[src/rtl/sc_seq_pkg.sv]
package sc_seq_pkg;

   typedef enum logic [2:0] {
      MODE_IDLE  = 3'd0,
      MODE_ACT   = 3'd1,
      MODE_READ  = 3'd2,
      MODE_WRITE = 3'd3,
      MODE_DEACT = 3'd4,
      MODE_FAULT = 3'd5
   } sc_mode_e;

   typedef struct packed {
      logic vcc;
      logic vpp;
      logic io;
      logic clk;
      logic rst;
   } sc_contacts_t;

   localparam sc_contacts_t CONTACTS_OFF = '0;

endpackage

[src/rtl/sc_sync.sv]
module sc_sync #(
   parameter int unsigned W       = 4,
   parameter int unsigned STAGES  = 2,
   parameter logic [W-1:0] RST_VAL = '0
) (
   input  logic         clk_i,
   input  logic         rst_ni,
   input  logic [W-1:0] d_i,
   output logic [W-1:0] q_o
);

   if (STAGES < 1) begin : g_bad_stages
      $error("sc_sync: STAGES must be at least 1");
   end
   if (W < 1) begin : g_bad_width
      $error("sc_sync: W must be at least 1");
   end

   logic [W-1:0] chain_q [STAGES];

   for (genvar g = 0; g < STAGES; g++) begin : g_stage
      if (g == 0) begin : g_first
         always_ff @(posedge clk_i or negedge rst_ni) begin
            if (!rst_ni) chain_q[0] <= RST_VAL;
            else         chain_q[0] <= d_i;
         end
      end else begin : g_next
         always_ff @(posedge clk_i or negedge rst_ni) begin
            if (!rst_ni) chain_q[g] <= RST_VAL;
            else         chain_q[g] <= chain_q[g-1];
         end
      end
   end

   assign q_o = chain_q[STAGES-1];

endmodule

[src/rtl/sc_us_timer.sv]
module sc_us_timer #(
   parameter int unsigned CLKS_PER_US = 50,
   parameter int unsigned DW          = 7
) (
   input  logic          clk_i,
   input  logic          rst_ni,
   input  logic          load_i,
   input  logic [DW-1:0] dly_i,
   output logic          done_o
);

   localparam int unsigned PW = (CLKS_PER_US > 1) ? $clog2(CLKS_PER_US) : 1;
   localparam logic [PW-1:0] PRE_TOP = PW'(CLKS_PER_US - 1);

   if (CLKS_PER_US < 1) begin : g_bad_rate
      $error("sc_us_timer: CLKS_PER_US must be at least 1");
   end
   if (DW < 1) begin : g_bad_dw
      $error("sc_us_timer: DW must be at least 1");
   end

   logic [PW-1:0] pre_q;
   logic [DW-1:0] cnt_q;

   always_ff @(posedge clk_i or negedge rst_ni) begin
      if (!rst_ni) begin
         pre_q <= '0;
         cnt_q <= '0;
      end else if (load_i) begin
         pre_q <= PRE_TOP;
         cnt_q <= dly_i;
      end else if (cnt_q != '0) begin
         if (pre_q == '0) begin
            pre_q <= PRE_TOP;
            cnt_q <= cnt_q - DW'(1);
         end else begin
            pre_q <= pre_q - PW'(1);
         end
      end
   end

   assign done_o = (cnt_q == DW'(1)) && (pre_q == '0);

   AST_DONE_SINGLE: assert property (@(posedge clk_i) disable iff (!rst_ni)
      (done_o && !load_i) |=> !done_o);

   AST_CNT_NO_RISE: assert property (@(posedge clk_i) disable iff (!rst_ni)
      (!load_i && cnt_q != '0) |=> (cnt_q <= $past(cnt_q)));

endmodule

[src/rtl/sc_seq_fsm.sv]
module sc_seq_fsm
   import sc_seq_pkg::*;
#(
   parameter int unsigned DW        = 7,
   parameter int unsigned T_SUP_US  = 16,
   parameter int unsigned T_VPP_US  = 64,
   parameter int unsigned T_OFF_US  = 4
) (
   input  logic          clk_i,
   input  logic          rst_ni,
   input  logic          cmd_n_i,
   input  logic          host_io_i,
   input  logic          vdd_ok_i,
   input  logic          alarm_i,
   input  logic          flt_any_i,
   input  logic          tmr_done_i,
   output logic          tmr_load_o,
   output logic [DW-1:0] tmr_dly_o,
   output sc_contacts_t  con_o,
   output sc_mode_e      mode_o,
   output logic          flt_latched_o
);

   localparam logic [DW-1:0] D_SUP = DW'(T_SUP_US);
   localparam logic [DW-1:0] D_VPP = DW'(T_VPP_US);
   localparam logic [DW-1:0] D_OFF = DW'(T_OFF_US);

   sc_mode_e     state_q, state_d;
   logic         step_q, step_d;
   sc_contacts_t con_q, con_d;
   logic         flt_q, flt_d;

   logic supply_bad, abort, active, start_ok;

   assign supply_bad = alarm_i | ~vdd_ok_i;
   assign abort      = supply_bad | flt_any_i | cmd_n_i;
   assign active     = (state_q == MODE_ACT) || (state_q == MODE_READ) ||
                       (state_q == MODE_WRITE);
   assign start_ok   = ~cmd_n_i & host_io_i & ~supply_bad & ~flt_any_i;

   always_comb begin
      state_d    = state_q;
      step_d     = step_q;
      con_d      = con_q;
      flt_d      = flt_q;
      tmr_load_o = 1'b0;
      tmr_dly_o  = D_OFF;
      unique case (state_q)
         MODE_IDLE: begin
            flt_d = 1'b0;
            if (start_ok) begin
               state_d    = MODE_ACT;
               step_d     = 1'b0;
               con_d.vcc  = 1'b1;
               tmr_load_o = 1'b1;
               tmr_dly_o  = D_SUP;
            end
         end
         MODE_ACT, MODE_READ, MODE_WRITE: begin
            if (abort) begin
               state_d    = MODE_DEACT;
               step_d     = 1'b0;
               con_d.clk  = 1'b0;
               con_d.rst  = 1'b0;
               flt_d      = flt_q | flt_any_i;
               tmr_load_o = 1'b1;
               tmr_dly_o  = D_OFF;
            end else if (state_q == MODE_ACT) begin
               if (tmr_done_i) begin
                  if (!step_q) begin
                     step_d     = 1'b1;
                     con_d.vpp  = 1'b1;
                     con_d.io   = 1'b1;
                     tmr_load_o = 1'b1;
                     tmr_dly_o  = D_VPP;
                  end else begin
                     con_d.clk = 1'b1;
                     con_d.rst = 1'b1;
                     state_d   = host_io_i ? MODE_READ : MODE_WRITE;
                  end
               end
            end else begin
               state_d = host_io_i ? MODE_READ : MODE_WRITE;
            end
         end
         MODE_DEACT: begin
            flt_d = flt_q | flt_any_i;
            if (tmr_done_i) begin
               if (!step_q) begin
                  step_d     = 1'b1;
                  con_d.vpp  = 1'b0;
                  con_d.io   = 1'b0;
                  tmr_load_o = 1'b1;
                  tmr_dly_o  = D_OFF;
               end else begin
                  con_d   = CONTACTS_OFF;
                  state_d = (flt_q | flt_any_i) ? MODE_FAULT : MODE_IDLE;
               end
            end
         end
         MODE_FAULT: begin
            con_d = CONTACTS_OFF;
            if (cmd_n_i) begin
               state_d = MODE_IDLE;
               flt_d   = 1'b0;
            end
         end
         default: begin
            state_d = MODE_IDLE;
            con_d   = CONTACTS_OFF;
         end
      endcase
   end

   always_ff @(posedge clk_i or negedge rst_ni) begin
      if (!rst_ni) begin
         state_q <= MODE_IDLE;
         step_q  <= 1'b0;
         con_q   <= CONTACTS_OFF;
         flt_q   <= 1'b0;
      end else begin
         state_q <= state_d;
         step_q  <= step_d;
         con_q   <= con_d;
         flt_q   <= flt_d;
      end
   end

   assign con_o         = con_q;
   assign mode_o        = state_q;
   assign flt_latched_o = flt_q;

   AST_IDLE_QUIET: assert property (@(posedge clk_i) disable iff (!rst_ni)
      (state_q == MODE_IDLE) |-> (con_q == CONTACTS_OFF));

   AST_VPP_NEEDS_VCC: assert property (@(posedge clk_i) disable iff (!rst_ni)
      (con_q.vpp || con_q.io) |-> con_q.vcc);

   AST_CLK_NEEDS_VPP: assert property (@(posedge clk_i) disable iff (!rst_ni)
      (con_q.clk || con_q.rst) |-> (con_q.vpp && con_q.io));

   AST_SUPPLY_ABORT: assert property (@(posedge clk_i) disable iff (!rst_ni)
      (active && supply_bad) |=> (state_q == MODE_DEACT));

   AST_BLOCKED_IDLE: assert property (@(posedge clk_i) disable iff (!rst_ni)
      (state_q == MODE_IDLE && supply_bad) |=> (state_q == MODE_IDLE));

   AST_FAULT_HOLD: assert property (@(posedge clk_i) disable iff (!rst_ni)
      (state_q == MODE_FAULT && !cmd_n_i) |=> (state_q == MODE_FAULT));

endmodule

[src/rtl/sc_act_seq.sv]
module sc_act_seq
   import sc_seq_pkg::*;
#(
   parameter int unsigned CLKS_PER_US = 50,
   parameter int unsigned SYNC_STAGES = 2,
   parameter int unsigned T_SUP_US    = 16,
   parameter int unsigned T_VPP_US    = 64,
   parameter int unsigned T_OFF_US    = 4,
   parameter int unsigned NUM_FAULTS  = 2
) (
   input  logic                  clk_i,
   input  logic                  rst_ni,
   input  logic                  cmd_n_i,
   input  logic                  host_io_i,
   input  logic                  pres_i,
   input  logic                  pres_n_i,
   input  logic                  vdd_ok_i,
   input  logic                  alarm_i,
   input  logic [NUM_FAULTS-1:0] fault_i,
   output logic                  vcc_en_o,
   output logic                  vpp_en_o,
   output logic                  io_en_o,
   output logic                  clk_en_o,
   output logic                  rst_en_o,
   output logic                  io_dir_o,
   output logic                  host_oe_o,
   output logic                  detect_o,
   output logic                  ok_o,
   output logic [2:0]            mode_o
);

   localparam int unsigned T_MAX0 = (T_SUP_US > T_VPP_US) ? T_SUP_US : T_VPP_US;
   localparam int unsigned T_MAX  = (T_MAX0 > T_OFF_US) ? T_MAX0 : T_OFF_US;
   localparam int unsigned DW     = $clog2(T_MAX + 1);
   localparam int unsigned SW     = 6 + NUM_FAULTS;
   localparam logic [SW-1:0] SYNC_RST =
      {{NUM_FAULTS{1'b0}}, 1'b1, 1'b0, 1'b1, 1'b0, 1'b0, 1'b1};

   if (T_SUP_US < 1 || T_VPP_US < 1 || T_OFF_US < 1) begin : g_bad_delay
      $error("sc_act_seq: every delay must be at least 1 us");
   end
   if (NUM_FAULTS < 1) begin : g_bad_faults
      $error("sc_act_seq: NUM_FAULTS must be at least 1");
   end

   logic [SW-1:0]         raw_in, syn_in;
   logic                  cmd_n_s, host_io_s, vdd_ok_s, alarm_s, pres_s, pres_n_s;
   logic [NUM_FAULTS-1:0] fault_s;
   logic                  flt_any, flt_latched;
   logic                  tmr_load, tmr_done;
   logic [DW-1:0]         tmr_dly;
   sc_contacts_t          con;
   sc_mode_e              mode;

   assign raw_in = {fault_i, pres_n_i, pres_i, alarm_i, vdd_ok_i, host_io_i, cmd_n_i};

   sc_sync #(
      .W       (SW),
      .STAGES  (SYNC_STAGES),
      .RST_VAL (SYNC_RST)
   ) u_sync (
      .clk_i  (clk_i),
      .rst_ni (rst_ni),
      .d_i    (raw_in),
      .q_o    (syn_in)
   );

   assign {fault_s, pres_n_s, pres_s, alarm_s, vdd_ok_s, host_io_s, cmd_n_s} = syn_in;
   assign flt_any = |fault_s;

   sc_us_timer #(
      .CLKS_PER_US (CLKS_PER_US),
      .DW          (DW)
   ) u_timer (
      .clk_i  (clk_i),
      .rst_ni (rst_ni),
      .load_i (tmr_load),
      .dly_i  (tmr_dly),
      .done_o (tmr_done)
   );

   sc_seq_fsm #(
      .DW       (DW),
      .T_SUP_US (T_SUP_US),
      .T_VPP_US (T_VPP_US),
      .T_OFF_US (T_OFF_US)
   ) u_fsm (
      .clk_i         (clk_i),
      .rst_ni        (rst_ni),
      .cmd_n_i       (cmd_n_s),
      .host_io_i     (host_io_s),
      .vdd_ok_i      (vdd_ok_s),
      .alarm_i       (alarm_s),
      .flt_any_i     (flt_any),
      .tmr_done_i    (tmr_done),
      .tmr_load_o    (tmr_load),
      .tmr_dly_o     (tmr_dly),
      .con_o         (con),
      .mode_o        (mode),
      .flt_latched_o (flt_latched)
   );

   assign vcc_en_o  = con.vcc;
   assign vpp_en_o  = con.vpp;
   assign io_en_o   = con.io;
   assign clk_en_o  = con.clk;
   assign rst_en_o  = con.rst;
   assign host_oe_o = (mode == MODE_READ);
   assign io_dir_o  = (mode == MODE_WRITE);
   assign detect_o  = pres_s & ~pres_n_s;
   assign ok_o      = ~flt_any & ~flt_latched;
   assign mode_o    = mode;

   AST_HOST_EXCLUSIVE: assert property (@(posedge clk_i) disable iff (!rst_ni)
      !(host_oe_o && io_dir_o));

   AST_FAULT_NOT_OK: assert property (@(posedge clk_i) disable iff (!rst_ni)
      (mode == MODE_FAULT) |-> !ok_o);

endmodule

[config.mk]
export PLATFORM = sky130hd
export DESIGN_NAME = sc_act_seq
export DESIGN_NICKNAME = d
export VERILOG_FILES = /design/src/rtl/sc_seq_pkg.sv /design/src/rtl/sc_sync.sv /design/src/rtl/sc_us_timer.sv /design/src/rtl/sc_seq_fsm.sv /design/src/rtl/sc_act_seq.sv
export SDC_FILE = /design/constraint.sdc
export NUM_CORES = 1
export LEC_CHECK = 0
export BUFFER_PORTS_ARGS = -buffer_cell sky130_fd_sc_hd__buf_2
export CORE_ASPECT_RATIO = 1.75
export CORE_UTILIZATION = 52
export CTS_CLUSTER_DIAMETER = 50
export DETAILED_ROUTE_END_ITERATION = 16
export PLACE_DENSITY_LB_ADDON = 0.15
export SLEW_MARGIN = 25
export SYNTH_ARGS = -nofsm -noshare
export SYNTH_HDL_FRONTEND = slang
export SYNTH_HIERARCHICAL = 1
export SYNTH_SLANG_ARGS = --single-unit
export TNS_END_PERCENT = 20
[constraint.sdc]
create_clock -name clk_i -period 2.7 [get_ports clk_i]
set_input_delay 0 -clock clk_i [delete_from_list [all_inputs] [get_ports clk_i]]
set_output_delay 0 -clock clk_i [all_outputs]
set_load 0.01 [all_outputs]
# Yosys cells after proc, flatten, opt, wreduce, memory -nomap -nowiden
# Index checks and enable logic that the tools add are counted.
[totals]
ff_bits = 39
output_inout_bits = 12
word_cells = 117
[op_classes]
n_addsub = 2
eq_ne = 20
muxes = 49
bitwise = 17
n_reduce_logical = 17
[ops]
columns = ["cell", "count"]
rows = [
  ["two-way mux 7 bit", 7],
  ["two-way mux 3 bit", 9],
  ["two-way mux 6 bit", 3],
  ["AND reduction 6 bit", 3],
  ["two-way mux 1 bit", 14],
  ["case mux 7 bit (2 select lines)", 1],
  ["case mux 3 bit (4 select lines)", 1],
  ["case mux 4 bit (3 select lines)", 1],
  ["two-way mux 2 bit", 5],
  ["two-way mux 5 bit", 2],
  ["inequality test 2 bit (second input constant)", 5],
  ["case mux 1 bit (3 select lines)", 3],
  ["two-way mux 4 bit", 2],
  ["inequality test 2 x 1 -> 1 bit (second input constant)", 4],
  ["NOT 1 bit", 8],
  ["== test 7 x 1 -> 1 bit (second input constant)", 1],
  ["nonzero test 7 bit", 1],
  ["subtractor 7 x 1 -> 7 bit (second input constant)", 1],
  ["== test 3 x 2 -> 1 bit (second input constant)", 2],
  ["== test 3 bit (second input constant)", 2],
  ["zero test 6 bit", 1],
  ["inequality test 3 x 1 -> 1 bit (second input constant)", 2],
  ["AND reduction 3 bit", 2],
  ["subtractor 6 x 1 -> 6 bit (second input constant)", 1],
  ["16 further kinds", 24],
]

# Longest topological paths before layout
[depth]
ltp_word = 9
mapped_depth = 12
depth_no_buf = 10

# Modules after synthesis
# The synthesis kept the hierarchy.
[by_module_without_submodules]
columns = ["module", "instances", "cells_per_inst", "area_per_inst_um2"]
rows = [
  ["sc_us_timer", 1, 91, 833.3],
  ["sc_seq_fsm", 1, 68, 593.1],
  ["sc_sync", 1, 24, 467.9],
  ["sc_act_seq", 1, 5, 38.8],
]

# Least setup slack after synthesis
# No wires, ideal clock.
[synth_timing]
path_type = "flip-flop to flip-flop"
start = "reg u_timer.pre_q[4]"
end = "reg u_timer.pre_q[5]"
setup_ns = 0.069
arrival_time_ns = 2.913
required_ns = 2.631
setup_slack_ns = -0.282
stages_incl_launch_ff = 11
synth_period_minus_slack_ns = 2.982
path_cell_list = "dfrtp_1 nor4_4 and2_2 and4_1 nand2b_1 mux2_2 o311ai_2 clkbuf_1 o31ai_1 or4_2 nand3_1"
[synth_between]
elab_chain_cells = 7
elab_cells_between_ends = 11
cone_classes = "add/sub: 1; mux: 7; reduce/logical: 3"
[synth_lines]
columns = ["element", "line_no", "source"]
rows = [
  ["start: declaration", "sc_us_timer.sv:22", "logic [PW-1:0] pre_q;"],
  ["start signal: assignment", "sc_us_timer.sv:37", "pre_q <= pre_q - PW'(1);"],
  ["zero test 6 bit *", "sc_us_timer.sv:42", "assign done_o = (cnt_q == DW'(1)) && (pre_q == '0);"],
  ["logical AND 1 bit *", "sc_us_timer.sv:42", ""],
  ["named net tmr_done", "sc_act_seq.sv:50", "logic tmr_load, tmr_done;"],
  ["two-way mux 1 bit *", "sc_seq_fsm.sv:69", "if (tmr_done_i) begin"],
  ["two-way mux 1 bit", "sc_seq_fsm.sv:68", "end else if (state_q == MODE_ACT) begin"],
  ["two-way mux 1 bit", "sc_seq_fsm.sv:60", "if (abort) begin"],
  ["case mux 1 bit (3 select lines) *", "sc_seq_fsm.sv:48", "unique case (state_q)"],
  ["named net tmr_load", "sc_act_seq.sv:50", ""],
  ["two-way mux 6 bit or nonzero test 2 bit (tied branches)", "-", ""],
]
# The timed path passes the listed nets; every way through them passes the cells marked *. The select of a mux whose other input is x is not followed.
# A chain may end at the register's enable or synchronous reset.

# Worst setup path after layout
[layout_timing]
start = "reg u_timer.pre_q[2]"
end = "reg u_timer.pre_q[2]"
# Same word-level chain as after synthesis.

==> qor.log <==
qor: outcome.outcome completed
qor: critical_path.worst-r2r-setup-slack 0.12 ns
qor: floorplan.die_w 48.1 µm
qor: synthesis.yosysWarnings 6
qor: synthesis.post_synth.cell_area_avg 10.3 µm²
qor: synthesis.synthesis.instances 188
qor: global_routing.first_pass_grt_wire_length 6460 µm
qor: sta.setup_slack 0.120 ns
qor: floorplan.placementRows 29
qor: clocking.tritoncts yes
qor: layout.drive_above_1_share 30.7%
qor: global_routing.initial_antenna_violation_count 0
qor: sta.slew_headroom 47.0%
qor: layout.antennaDiodeCount 0
qor: clocking.clk-insertion-delay-late 0.29 ns
qor: critical_path.worstSetupEndpointType flip-flop
qor: drt.drt_first_pass_iters 4
qor: floorplan.start_util 53.8%
qor: sta.final_period_minus_worst_setup_slack 2.58 ns
qor: sta.worst_pin_slew 0.796 ns
qor: run.maxCapViolCount 0
qor: synthesis.synth_cell_type_count 52
qor: layout.utilization 65.0%
qor: synthesis.mappedNetlistArea 1930 µm²
qor: drt.antenna_left 0
qor: drt.detail_route.wl_per_cell 15.4 µm
qor: drt.wirelength 4170 µm
qor: critical_path.critical_path.reg2reg.startpoint u_timer/pre_q[2]$_DFFE_PN0P_
qor: sta.setup-violations-final 0
qor: sta.slew_viol_final 0
qor: clocking.cts.htree.levels 2
qor: drt.vias_per_cell 5.62
qor: global_routing.grt_max_degree 38
qor: critical_path.cp_data_arrival_time 2.77 ns
qor: synthesis.edff_count_synth 0
qor: clocking.numCtsBuffers 5
qor: layout.layout_commonest_cell dfrtp_1
qor: global_routing.globalRouteTotalUtil 23.7%
qor: clocking.clk_pin_slew 0.07 ns
qor: critical_path.timing_worst_setup_path_type flip-flop to flip-flop
qor: layout.num-nets-final 239
qor: place.place.port_buffers 21
qor: critical_path.reg2reg_depth 11
qor: floorplan.die_extent_in_y 82.7 µm
qor: drt.drt_iter0_drc 55
qor: critical_path.worstSetupStartpointType flip-flop
qor: sta.final.setup_skew 0.00365 ns
qor: global_routing.overflow 0
qor: drt.routed-via-count 1522
qor: clocking.clk_root_buffer_cell clkbuf_8
qor: synthesis.async_flop_share 100%
qor: sta.hold_viol 0
qor: critical_path.critical_path.max_fanout 7
qor: critical_path.cpMaxStageDelayCell dfrtp_2
qor: layout.most-common-layout-cells 30 x dfrtp_1, 21 x buf_2, 16 x buf_4, 13 x nor2_1, 10 x inv_1
qor: critical_path.crit_required 2.90 ns
qor: synthesis.synth_ff_type dfrtp_1
qor: place.dpl_wire_length 2900 µm
qor: synthesis.synth-seq-cells 37
qor: hold_path.hold_path_class input port to async pin
qor: floorplan.core_area 3590 µm²
qor: place.dpl_worst_slack 0.0296 ns
qor: power.p_leak 1.01 nW
qor: place.finalWeightedCongestion 0.873
qor: layout.fillerInstances 285
qor: sta.post-route-period-util 95.5%
qor: floorplan.top_level_ports 22
qor: power.irDropWorstVdd 0.703 mV
qor: drt.drt_drc_violations_left 0
qor: clocking.clock_sink_count 37
qor: critical_path.critical_path.max_stage_delay 0.43 ns
qor: clocking.clk_path_buf_depth 2
qor: critical_path.timing.critical_path.cells nor4_4 -> and2_4 -> and4_4 -> nand2b_4 -> mux2_2 -> o311ai_2 -> buf_4 -> buf_6 -> o31ai_1 -> xor2_1 -> nor3_1
qor: layout.syn2layout_area_growth 20.7%
qor: critical_path.rr_endpoint u_timer/pre_q[2]$_DFFE_PN0P_
qor: synthesis.sequential_fraction_of_the_synthesis_area 48.3%
qor: floorplan.area_of_the_die 3980 µm²
qor: power.p_per_area 895 nW/µm²
qor: global_routing.first_global_vias 1466
qor: sta.max_freq 388 MHz
## critical path: cells and delay by family (launching register included)
kind	cells	cell delay, ns
buf+inv	2	0.31
xor+xnor	1	0.15
simple gates	5	1.03
compound gates	2	0.29
mux	1	0.27
flops	1	0.43
## report_power, final
| group | leakage (nW) | internal [mW] | switching [mW] | total [mW] |
|---|---|---|---|---|
| logic | 0.528 | 0.341 | 0.390 | 0.731 |
| clock network | 0.0554 | 0.277 | 0.197 | 0.474 |
| registers | 0.431 | 0.697 | 0.187 | 0.884 |
| total | 1.01 | 1.31 | 0.775 | 2.09 |
## through the flow
| step | cells | cell area [µm²] | hold WS (ns) | TNS [ns] | power [mW] |
|---|---|---|---|---|---|
| after floorplan | 191 | 1980 | -0.296 | 0 | 1.36 |
| after global placement | 245 | 2060 | 0.105 | 0 | 1.52 |
| after detailed placement | 245 | 2060 | 0.107 | 0 | 1.56 |
| after CTS | 264 | 2280 | 0.337 | 0 | 2.07 |
| after global routing | 271 | 2330 | 0.354 | -0.0175 | 2.23 |
| final | 271 | 2330 | 0.330 | 0 | 2.09 |
## final cells by class
cell class / count / area (µm²) / area share, %
flip-flops and latches: 37 / 935 / 40.1
multi-input cells: 123 / 866 / 37.1
repair buffers: 47 / 327 / 14.0
clock buffers: 6 / 72.6 / 3.11
well taps: 46 / 57.6 / 2.47
clock inverters: 2 / 38.8 / 1.66
inverters: 10 / 37.5 / 1.61
## state kept, by name, summed over array words and instances (netlist names)
signal,flops
u_sync/q_o,8
u_timer/pre_q,6
u_sync/chain_q,8
u_fsm/step_q,1
u_timer/cnt_q,7
u_fsm/con_o,3
u_fsm/flt_latched_o,1
u_fsm/mode_o,3
## cell families after synthesis
| group | count (synthesis) | synth area share (%) |
|---|---|---|
| buffers and inverters | 31 | 8.93 |
| AND/OR/NAND/NOR | 69 | 22.3 |
| other | 1 | 0.194 |
| XOR/XNOR | 4 | 1.81 |
| multiplexers | 2 | 1.10 |
| flip-flops | 37 | 48.3 |
| AO/OA/AOI/OAI | 39 | 14.1 |
| adder cells (fa/ha/maj) | 5 | 3.24 |
## layer usage
metal	global-route usage [%]	vias up	share of wire, %
met5	0	-	0
met4	10.6	0	2.8
met3	4.78	12	2.1
met2	44.5	26	61
met1	23.0	752	34
li1	-	732	-
## how the worst max path moves through the flow
stage                                  from                            to
4_1_cts        u_timer/pre_q[2]$_DFFE_PN0P_  u_timer/pre_q[5]$_DFFE_PN0P_
2_1_floorplan  u_timer/pre_q[2]$_DFFE_PN0P_  u_timer/pre_q[5]$_DFFE_PN0P_
5_1_grt        u_timer/pre_q[2]$_DFFE_PN0P_  u_timer/pre_q[2]$_DFFE_PN0P_
3_5_place_dp   u_timer/pre_q[2]$_DFFE_PN0P_  u_timer/pre_q[5]$_DFFE_PN0P_
3_3_place_gp   u_timer/pre_q[2]$_DFFE_PN0P_  u_timer/pre_q[5]$_DFFE_PN0P_
6_report       u_timer/pre_q[2]$_DFFE_PN0P_  u_timer/pre_q[2]$_DFFE_PN0P_
## Yosys cell counts, types with 2 or more instances
master,n,area share (%)
inv_1,10,1.9
clkbuf_1,6,1.2
nor2_1,13,2.5
xor2_1,3,1.4
nor3_1,9,2.3
o21ai_0,8,2.1
o311ai_1,2,0.91
nand2_1,9,1.7
nor4_1,2,0.65
a21oi_1,7,1.8
nand3_1,7,1.8
o31ai_1,6,2.3
a31oi_1,4,1.3
or3_1,2,0.65
ha_1,5,3.2
nand4_1,3,0.97
a311oi_1,2,0.91
dfrtp_1,31,40
nor4_4,2,2.2
nand2_2,2,0.65
a211oi_1,2,0.78
buf_4,15,5.8
or4_1,3,1.2
dfstp_2,6,8.2
nor2b_1,2,0.65
## repair_timing
| action | CTS | global route |
|---|---|---|
| hold buffers | 9 | 0 |
| hold endpoints to repair | 39 | 0 |
| pin swaps | 0 | 3 |
| resized for setup | 0 | 2 |
| gates cloned | 0 | 0 |
| buffers inserted | 2 | 7 |
| setup endpoints to repair | 1 | 8 |
(Power assumes the default switching activity.)
